--- config.mk ---
export PLATFORM = sky130hd
export DESIGN_NAME = mbox_irq
export DESIGN_NICKNAME = d
export VERILOG_FILES = /design/src/rtl/mbox_irq_pkg.sv /design/src/rtl/mbox_irq_ctrl.sv /design/src/rtl/mbox_irq_flags.sv /design/src/rtl/mbox_irq.sv
export SDC_FILE = /design/constraint.sdc
export NUM_CORES = 1
export LEC_CHECK = 0
export ABC_CLOCK_PERIOD_IN_PS = 1900
export BUFFER_PORTS_ARGS = -buffer_cell sky130_fd_sc_hd__buf_2
export CAP_MARGIN = 10
export CORE_AREA = 2 2 39 41
export DETAILED_ROUTE_END_ITERATION = 10
export DIE_AREA = 0 0 41 43
export PLACE_DENSITY = 0.72
export SETUP_SLACK_MARGIN = 0.02
export SKIP_CTS_REPAIR_TIMING = 1
export SYNTH_ARGS = -nofsm -noshare
export SYNTH_HDL_FRONTEND = slang
export SYNTH_SLANG_ARGS = --single-unit
--- constraint.sdc ---
create_clock -name clk -period 1.9 [get_ports clk]
set_clock_uncertainty 0.15 [all_clocks]
set_input_delay 0.285 -clock clk [delete_from_list [all_inputs] [get_ports clk]]
set_output_delay 0.285 -clock clk [all_outputs]
set_load 0.02 [all_outputs]
--- src/rtl/mbox_irq_pkg.sv ---
package mbox_irq_pkg;
  localparam int MB_NUM_SEC   = 2;
  localparam int MB_NUM_FLAGS = 2 * MB_NUM_SEC;

  // Flags [0 .. MB_NUM_SEC-1]: secondary k -> primary
  // Flags [MB_NUM_SEC .. MB_NUM_FLAGS-1]: primary -> secondary k
  typedef struct packed {
    logic [MB_NUM_FLAGS-1:0] set;
    logic [MB_NUM_FLAGS-1:0] clr;
  } flagStrobes_t;
endpackage

--- src/rtl/mbox_irq_ctrl.sv ---
module mbox_irq_ctrl
  import mbox_irq_pkg::*;
#(
  parameter int ADDR_W      = 12,
  parameter int TO_PRI_MBOX = 'hFFE,
  parameter int TO_SEC_MBOX = 'hFFF
) (
  input  logic [MB_NUM_SEC-1:0]        priSelN,
  input  logic                         priWrN,
  input  logic [ADDR_W-1:0]            priAddr,
  input  logic [MB_NUM_SEC-1:0]        secEnN,
  input  logic [MB_NUM_SEC-1:0]        secWrN,
  input  logic [MB_NUM_SEC*ADDR_W-1:0] secAddrFlat,
  output flagStrobes_t                 strobes
);
  localparam logic [ADDR_W-1:0] PRI_BOX = ADDR_W'(TO_PRI_MBOX);
  localparam logic [ADDR_W-1:0] SEC_BOX = ADDR_W'(TO_SEC_MBOX);

  logic                    priAtPriBox;
  logic                    priWritesSecBox;
  logic [MB_NUM_FLAGS-1:0] setVec;
  logic [MB_NUM_FLAGS-1:0] clrVec;

  assign priAtPriBox     = (priAddr == PRI_BOX);
  assign priWritesSecBox = !priWrN && (priAddr == SEC_BOX);

  for (genvar k = 0; k < MB_NUM_SEC; k++) begin : g_sec
    logic [ADDR_W-1:0] secAddr;
    logic              secActive;
    assign secAddr   = secAddrFlat[k*ADDR_W +: ADDR_W];
    assign secActive = !secEnN[k];

    // secondary k -> primary
    assign setVec[k] = secActive && !secWrN[k] && (secAddr == PRI_BOX);
    assign clrVec[k] = !priSelN[k] && priAtPriBox;

    // primary -> secondary k
    assign setVec[MB_NUM_SEC+k] = !priSelN[k] && priWritesSecBox;
    assign clrVec[MB_NUM_SEC+k] = secActive && (secAddr == SEC_BOX);
  end

  assign strobes.set = setVec;
  assign strobes.clr = clrVec;
endmodule

--- src/rtl/mbox_irq_flags.sv ---
module mbox_irq_flags
  import mbox_irq_pkg::*;
(
  input  logic                    clk,
  input  logic                    rstN,
  input  flagStrobes_t            strobes,
  output logic [MB_NUM_FLAGS-1:0] flagQ
);
  // Set has priority over clear so that a notification is never dropped.
  always_ff @(posedge clk) begin
    if (!rstN) flagQ <= '0;
    else       flagQ <= strobes.set | (flagQ & ~strobes.clr);
  end

  for (genvar f = 0; f < MB_NUM_FLAGS; f++) begin : g_chk
    // a set strobe raises the flag at the next edge
    p_set_raises_r2: assert property (@(posedge clk) disable iff (!rstN)
      strobes.set[f] |=> flagQ[f]);
    // a lone clear strobe lowers the flag at the next edge
    p_clr_lowers_r3: assert property (@(posedge clk) disable iff (!rstN)
      (strobes.clr[f] && !strobes.set[f]) |=> !flagQ[f]);
    // a collision leaves the flag set
    p_set_wins_r6: assert property (@(posedge clk) disable iff (!rstN)
      (strobes.clr[f] && strobes.set[f]) |=> flagQ[f]);
    // with no strobe the flag keeps its value
    p_hold_r7: assert property (@(posedge clk) disable iff (!rstN)
      (!strobes.clr[f] && !strobes.set[f]) |=> $stable(flagQ[f]));
  end
endmodule

--- src/rtl/mbox_irq.sv ---
module mbox_irq
  import mbox_irq_pkg::*;
#(
  parameter int ADDR_W      = 12,
  parameter int TO_PRI_MBOX = 'hFFE,
  parameter int TO_SEC_MBOX = 'hFFF
) (
  input  logic              clk,
  input  logic              rstN,
  input  logic [1:0]        priSelN,
  input  logic              priWrN,
  input  logic [ADDR_W-1:0] priAddr,
  input  logic              sec0EnN,
  input  logic              sec0WrN,
  input  logic [ADDR_W-1:0] sec0Addr,
  input  logic              sec1EnN,
  input  logic              sec1WrN,
  input  logic [ADDR_W-1:0] sec1Addr,
  output logic              priIrqFromSec0N,
  output logic              priIrqFromSec1N,
  output logic              sec0IrqN,
  output logic              sec1IrqN
);
  flagStrobes_t            strobes;
  logic [MB_NUM_FLAGS-1:0] flagQ;

  mbox_irq_ctrl #(
    .ADDR_W(ADDR_W), .TO_PRI_MBOX(TO_PRI_MBOX), .TO_SEC_MBOX(TO_SEC_MBOX)
  ) u_ctrl (
    .priSelN    (priSelN),
    .priWrN     (priWrN),
    .priAddr    (priAddr),
    .secEnN     ({sec1EnN, sec0EnN}),
    .secWrN     ({sec1WrN, sec0WrN}),
    .secAddrFlat({sec1Addr, sec0Addr}),
    .strobes    (strobes)
  );

  mbox_irq_flags u_flags (
    .clk    (clk),
    .rstN   (rstN),
    .strobes(strobes),
    .flagQ  (flagQ)
  );

  assign priIrqFromSec0N = ~flagQ[0];
  assign priIrqFromSec1N = ~flagQ[1];
  assign sec0IrqN        = ~flagQ[MB_NUM_SEC];
  assign sec1IrqN        = ~flagQ[MB_NUM_SEC+1];
endmodule

==> flow_metrics.env, run 1 <==
export IMPL_path_class="input port to flop"
export IMPL_wl_per_cell_um=9.41
export IMPL_power_share_clock=0.432
export IMPL_die_y_um=43
export IMPL_grt_pass1_wl_mm=1.44
export IMPL_antennaDiodeCount=0
export IMPL_syn_num_nets=87
export IMPL_setup_viol_count_final=0
export IMPL_rows=14
export IMPL_status="completed"
export IMPL_period_share=0.667
export IMPL_pin_count=49
export IMPL_startpoint="rstN"
export IMPL_cap_violations=0
export IMPL_port_buffers=48
export IMPL_initial_core_util=0.228
export IMPL_cts_sinks=4
export IMPL_dp_worst_setup_slack_ps=383
export IMPL_top_register="u_flags.flagQ"
export IMPL_place_congestion=0.683
export IMPL_yosysUniqueCellTypes=15
export IMPL_arrival_ps=1290
export IMPL_crit_fanout=9
export IMPL_overflow=0
export IMPL_min_delay_start="priSelN[1]"
export IMPL_fill_cells=158
export IMPL_mostFrequentLayoutCells="buf_2, nand4_1, inv_1"
export IMPL_finalPower_mw=0.251
export IMPL_ys_ff_latch=4
export IMPL_seqPwrFrac=0.336
export IMPL_rr_endpoint="u_flags.flagQ[1]"
export IMPL_first_iter_violations=7
export IMPL_tightest_slew_ps=331
export IMPL_syn_inst=42
export IMPL_dr_total_vias=515
export IMPL_path_clk_slew_ps=40
export IMPL_ir_worst_vdd_uv=258
export IMPL_worstSkewPairLatency_ps=240
export IMPL_crit_chain="buf_2 > or3b_1 > o41a_1 > o21ai_2"
export IMPL_die_w_um=41
export IMPL_drc=0
export IMPL_antenna_left=0
export IMPL_p_int_mw=0.192
export IMPL_clockRootBuffer="clkbuf_4"
export IMPL_hold_end="u_flags.flagQ[3]"
export IMPL_track_usage=0.122
export IMPL_drive_gt1_frac=0.565
export IMPL_startpoint_type="input port"
export IMPL_clock_path_buffers=2
export IMPL_p_sw_mw=0.0586
export IMPL_finish_net_count=139
export IMPL_sw_frac_of_total=0.234
export IMPL_firstDrtPassIters=4
export IMPL_yosysSeqAreaShare=0.254
export IMPL_maxSlewHeadroom=0.778
export IMPL_reg2reg_slack_ps=1040
export IMPL_mappedNetlistArea_um2=315
export IMPL_fmax_mhz=789
export IMPL_fin_crit_ps=1270
export IMPL_holdPathStages=2
export IMPL_dieArea_um2=1760
export IMPL_r2r_start="u_flags.flagQ[1]"
export IMPL_post_route_util=0.427
export IMPL_largest_reg_flops=4
export IMPL_grt_max_degree=10
export IMPL_viasPerCell=4.77
export IMPL_cts_made_buffers=3
export IMPL_comb_power_share=0.232
export IMPL_register_area_um2=80.1
export IMPL_coreArea_um2=1380
export IMPL_avgSynthCellArea_um2=7.51
export IMPL_cts_tree="yes"
export IMPL_yosysWarnings=0
export IMPL_maxSlewViolCount=0
export IMPL_multi_input_area_um2=205
export IMPL_hp_class="input port to flop"
export IMPL_wirelength_mm=1.02
export IMPL_antenna_found_initial=0
export IMPL_worstPathRequired_ps=1920
export IMPL_layout_commonest_cell="buf_2"
export IMPL_rsz0062_at_grt="no"
export IMPL_dpl_hpwl_um=896
export IMPL_cts_htree_levels=1
export IMPL_p_per_area_nw_per_um2=425
export IMPL_hold_viol=0
export IMPL_syn2layout_area_growth_pct=87.3
export IMPL_p_leak_nw=0.270
export IMPL_finalSetupTns_ps=0
export IMPL_cp_slowest_stage_delay_ps=430
export IMPL_grt_pass1_vias=406
export IMPL_rr_worst_depth=3
export IMPL_crit_path_end_kind="flop"
export IMPL_critPathSlowestCell="o41a_1"
export IMPL_top_regs="u_flags.flagQ x4"
export IMPL_worst_slack_ps=633
==> worst max path at each step <==
stage	slack (ps)	endpoint
after global placement	390	u_flags.flagQ[0]
after global routing	590	u_flags.flagQ[0]
after CTS	630	u_flags.flagQ[0]
final	630	u_flags.flagQ[0]
after floorplan	470	u_flags.flagQ[0]
after detailed placement	380	u_flags.flagQ[0]
==> critical path, delay by kind of cell <==
family	cells	cell delay (ps)
AND/OR/NAND/NOR	1	360
AO/OA/AOI/OAI	2	490
buffers and inverters	1	160
==> final cells by class <==
class                   count  share of cell area
repair buffers             48               0.407
multi-input cells          31               0.347
flip-flops and latches      4               0.136
clock buffers               3              0.0381
inverters                   6              0.0381
well taps                  16              0.0339
==> logic make-up (layout without fill, tap and decap cells) <==
logic type             after synthesis  after routing  synth area share
and+or+nand+nor                     25             25             0.496
buffers and inverters                7             57            0.0952
AOI/OAI and AO/OA                    6              6             0.155
DFF                                  4              4             0.254
==> power by group through the flow <==
stage          clock, mW  sequential (mW)  combinational (mW)
2_1_floorplan          0           0.0857              0.0117
3_3_place_gp           0           0.0857              0.0570
3_5_place_dp           0           0.0857              0.0583
4_1_cts            0.111           0.0844              0.0588
5_1_grt            0.118           0.0842              0.0646
6_report           0.108           0.0844              0.0582
==> cells in the mapped netlist <==
master,instances,share of area
o21ai_0,1,0.016
nor4_1,2,0.040
o21ai_2,1,0.028
nand3_1,2,0.032
nand4b_1,4,0.11
inv_1,6,0.071
dfxtp_1,4,0.25
nor3_1,1,0.016
or3b_1,2,0.056
nand4_1,8,0.16
nand2_1,5,0.060
o22ai_1,2,0.040
or4_1,1,0.024
buf_4,1,0.024
o41a_1,2,0.071
==> per-layer routing <==
metal / share of wire / up-vias / track usage
met3: 0.075 / 6 / 0.0157
met5: 0 / - / 0
met1: 0.34 / 217 / 0.125
li1: - / 268 / -
met4: 0.040 / 0 / 0.100
met2: 0.55 / 24 / 0.203
==> stage by stage <==
step	instances	hold WS, ps	area, um2
after floorplan	42	229	315
after global placement	105	310	568
final	108	88.8	591
after global routing	108	101	591
after CTS	108	86.4	591
after detailed placement	105	312	568
(Power assumes the default switching activity.)
==> inputs of run 2 (changes only) <==
--- a/config.mk
+++ b/config.mk
@@ -5,13 +5,14 @@
 export SDC_FILE = /design/constraint.sdc
 export NUM_CORES = 1
 export LEC_CHECK = 0
-export ABC_CLOCK_PERIOD_IN_PS = 1900
+export ABC_AREA = 1
+export ABC_CLOCK_PERIOD_IN_PS = 1200
 export BUFFER_PORTS_ARGS = -buffer_cell sky130_fd_sc_hd__buf_2
 export CAP_MARGIN = 10
 export CORE_AREA = 2 2 39 41
 export DETAILED_ROUTE_END_ITERATION = 10
 export DIE_AREA = 0 0 41 43
-export PLACE_DENSITY = 0.72
+export PLACE_DENSITY = 0.76
 export SETUP_SLACK_MARGIN = 0.02
 export SKIP_CTS_REPAIR_TIMING = 1
 export SYNTH_ARGS = -nofsm -noshare
==> constraint.sdc (replaced) <==
create_clock -name clk -period 1.2 [get_ports clk]
set_clock_uncertainty 0.15 [all_clocks]
set_input_delay 0.18 -clock clk [delete_from_list [all_inputs] [get_ports clk]]
set_output_delay 0.18 -clock clk [all_outputs]
set_load 0.02 [all_outputs]
==> run 2 against run 1 <==
Flip-flop and latch count unchanged. Largest cell class unchanged. Largest power group unchanged. Worst hold slack lost 3.7 ps. Synthesized cell count up 64%. Sequential share of layout area decreased by 1.1 points.
==> flow_metrics.env, run 2 <==
export IMPL_firstDrtPassIters=4
export IMPL_coreArea_um2=1380
export IMPL_setup_viol_count_final=0
export IMPL_path_clk_slew_ps=40
export IMPL_yosysMostFrequentCell="nand2_1"
export IMPL_synth_xor_area_frac=0
export IMPL_startpoint_type="flop"
export IMPL_hp_class="input port to flop"
export IMPL_first_iter_violations=6
export IMPL_grt_pass1_wl_mm=1.48
export IMPL_syn_inst=69
export IMPL_die_w_um=41
export IMPL_mappedNetlistArea_um2=362
export IMPL_die_y_um=43
export IMPL_synth_area_mux_share=0
export IMPL_cts_sinks=4
export IMPL_cts_htree_levels=1
export IMPL_avgSynthCellArea_um2=5.24
export IMPL_drive_gt1_frac=0.450
export IMPL_syn_num_nets=114
export IMPL_fmax_mhz=932
export IMPL_grt_pass1_vias=477
export IMPL_holdWs_ps=85.1
export IMPL_clock_path_buffers=2
export IMPL_ir_worst_vdd_uv=285
export IMPL_synth_top_family_by_area="simple AND/OR/NAND/NOR gates"
export IMPL_drc=0
export IMPL_fill_cells=165
export IMPL_rsz0062_at_grt="no"
export IMPL_tightest_slew_ps=151
export IMPL_dpl_hpwl_um=918
export IMPL_finalSetupTns_ps=0
export IMPL_antenna_found_initial=0
export IMPL_top_regs="u_flags.flagQ x4"
export IMPL_maxSlewHeadroom=0.899
export IMPL_largest_reg_flops=4
export IMPL_crit_path_end_kind="primary output"
export IMPL_synth_fa_ha_area_frac=0
export IMPL_synth_largest_area_cell="nand2_1"
export IMPL_ys_ff_latch=4
export IMPL_wl_per_cell_um=7.28
export IMPL_yosys_top_cells_area="nand2_1, dfxtp_1, inv_1"
export IMPL_synth_edf_count=0
export IMPL_yosysUniqueCellTypes=10
export IMPL_syn2layout_area_growth_pct=78.2
export IMPL_port_buffers=48
export IMPL_layout_commonest_cell="buf_2"
export IMPL_yosysWarnings=0
export IMPL_synth_commonest_cells="nand2_1, inv_1, nor2_1"
export IMPL_viasPerCell=4.18
export IMPL_p_leak_nw=0.361
export IMPL_grt_max_degree=5
export IMPL_arrival_ps=740
export IMPL_worstSkewPairLatency_ps=230
export IMPL_cts_tree="yes"
export IMPL_fin_crit_ps=1070
export IMPL_yosysTopAreaCellShare=0.239
export IMPL_cap_violations=0
export IMPL_wirelength_um=990
export IMPL_mostFrequentLayoutCells="buf_2, nand2_1, inv_1"
export IMPL_synthArstFlopShare=0
export IMPL_r2r_start="u_flags.flagQ[2]"
export IMPL_worstPathRequired_ps=870
export IMPL_initial_core_util=0.261
export IMPL_startpoint="u_flags.flagQ[0]"
export IMPL_period_share=0.894
export IMPL_maxSlewViolCount=0
export IMPL_dr_total_vias=569
export IMPL_critPathSlowestCell="dfxtp_1"
export IMPL_crit_chain="inv_1 > buf_2"
export IMPL_register_area_um2=80.1
export IMPL_p_per_area_nw_per_um2=627
export IMPL_finish_net_count=167
export IMPL_synth_main_ff_cell="dfxtp_1"
export IMPL_track_usage=0.126
export IMPL_dieArea_um2=1760
export IMPL_cts_made_buffers=3
export IMPL_yosys_area_share_simple=0.578
export IMPL_rows=14
export IMPL_yosysSeqAreaShare=0.221
export IMPL_antennaDiodeCount=0
export IMPL_min_delay_start="priSelN[1]"
export IMPL_crit_fanout=2
export IMPL_synth_compound_area_frac=0.0554
export IMPL_place_congestion=0.632
export IMPL_pin_count=49
export IMPL_clockRootBuffer="clkbuf_4"
export IMPL_top_register="u_flags.flagQ"
export IMPL_hold_viol=0
export IMPL_overflow=0
export IMPL_antenna_left=0
export IMPL_cp_slowest_stage_delay_ps=330
export IMPL_path_class="flop to primary output"
export IMPL_multi_input_area_um2=229
export IMPL_status="completed"
-- run 2: cells by family after synthesis --
group	after synthesis
flip-flops	4
AND/OR/NAND/NOR	47
AO/OA/AOI/OAI	4
buffers and inverters	14
-- run 2: path summary, 6_finish.rpt --
path	end	slack, ps	cells past startpoint
setup / recovery	priIrqFromSec0N	130	2
hold / removal	u_flags.flagQ[3]	90	4
setup reg to reg	u_flags.flagQ[2]	500	2
hold reg to reg	u_flags.flagQ[1]	310	2
-- run 2: final cells by class --
| class | count | share of cell area |
|---|---|---|
| Timing Repair Buffer | 48 | 0.373 |
| Multi-Input combinational cell | 51 | 0.355 |
| Sequential cell | 4 | 0.124 |
| Inverter | 14 | 0.0816 |
| Clock buffer | 3 | 0.0350 |
| Tap cell | 16 | 0.0311 |
-- run 2: through the flow --
stage           util  cells  power [mW]  cell area (um2)  worst slack, ps
6_report       0.466    136       0.404              644              127
3_5_place_dp   0.449    133       0.242              622              171
5_1_grt        0.466    136       0.439              644             94.5
3_3_place_gp   0.449    133       0.239              622              191
2_1_floorplan      -     69       0.171              362              319
4_1_cts        0.466    136       0.414              644              116
-- run 2: critical path, delay by kind of cell, from the launching register on --
family                 cells  cell delay (ps)
buffers and inverters      2              190
flip-flops                 1              330
-- run 2: power by group --
group | total (mW) | switching (mW) | internal [mW]
clock | 0.165 | 0.0529 | 0.112
combinational | 0.106 | 0.0421 | 0.0635
sequential | 0.134 | 0.00000697 | 0.134
-- run 2: metal layers --
| layer | up-vias | GRT usage | wire length, um |
|---|---|---|---|
| met5 | - | 0 | 0 |
| met4 | 0 | 0.0800 | 0 |
| met3 | 0 | 0.0471 | 124 |
| met2 | 29 | 0.222 | 496 |
| met1 | 226 | 0.106 | 369 |
| li1 | 314 | - | - |
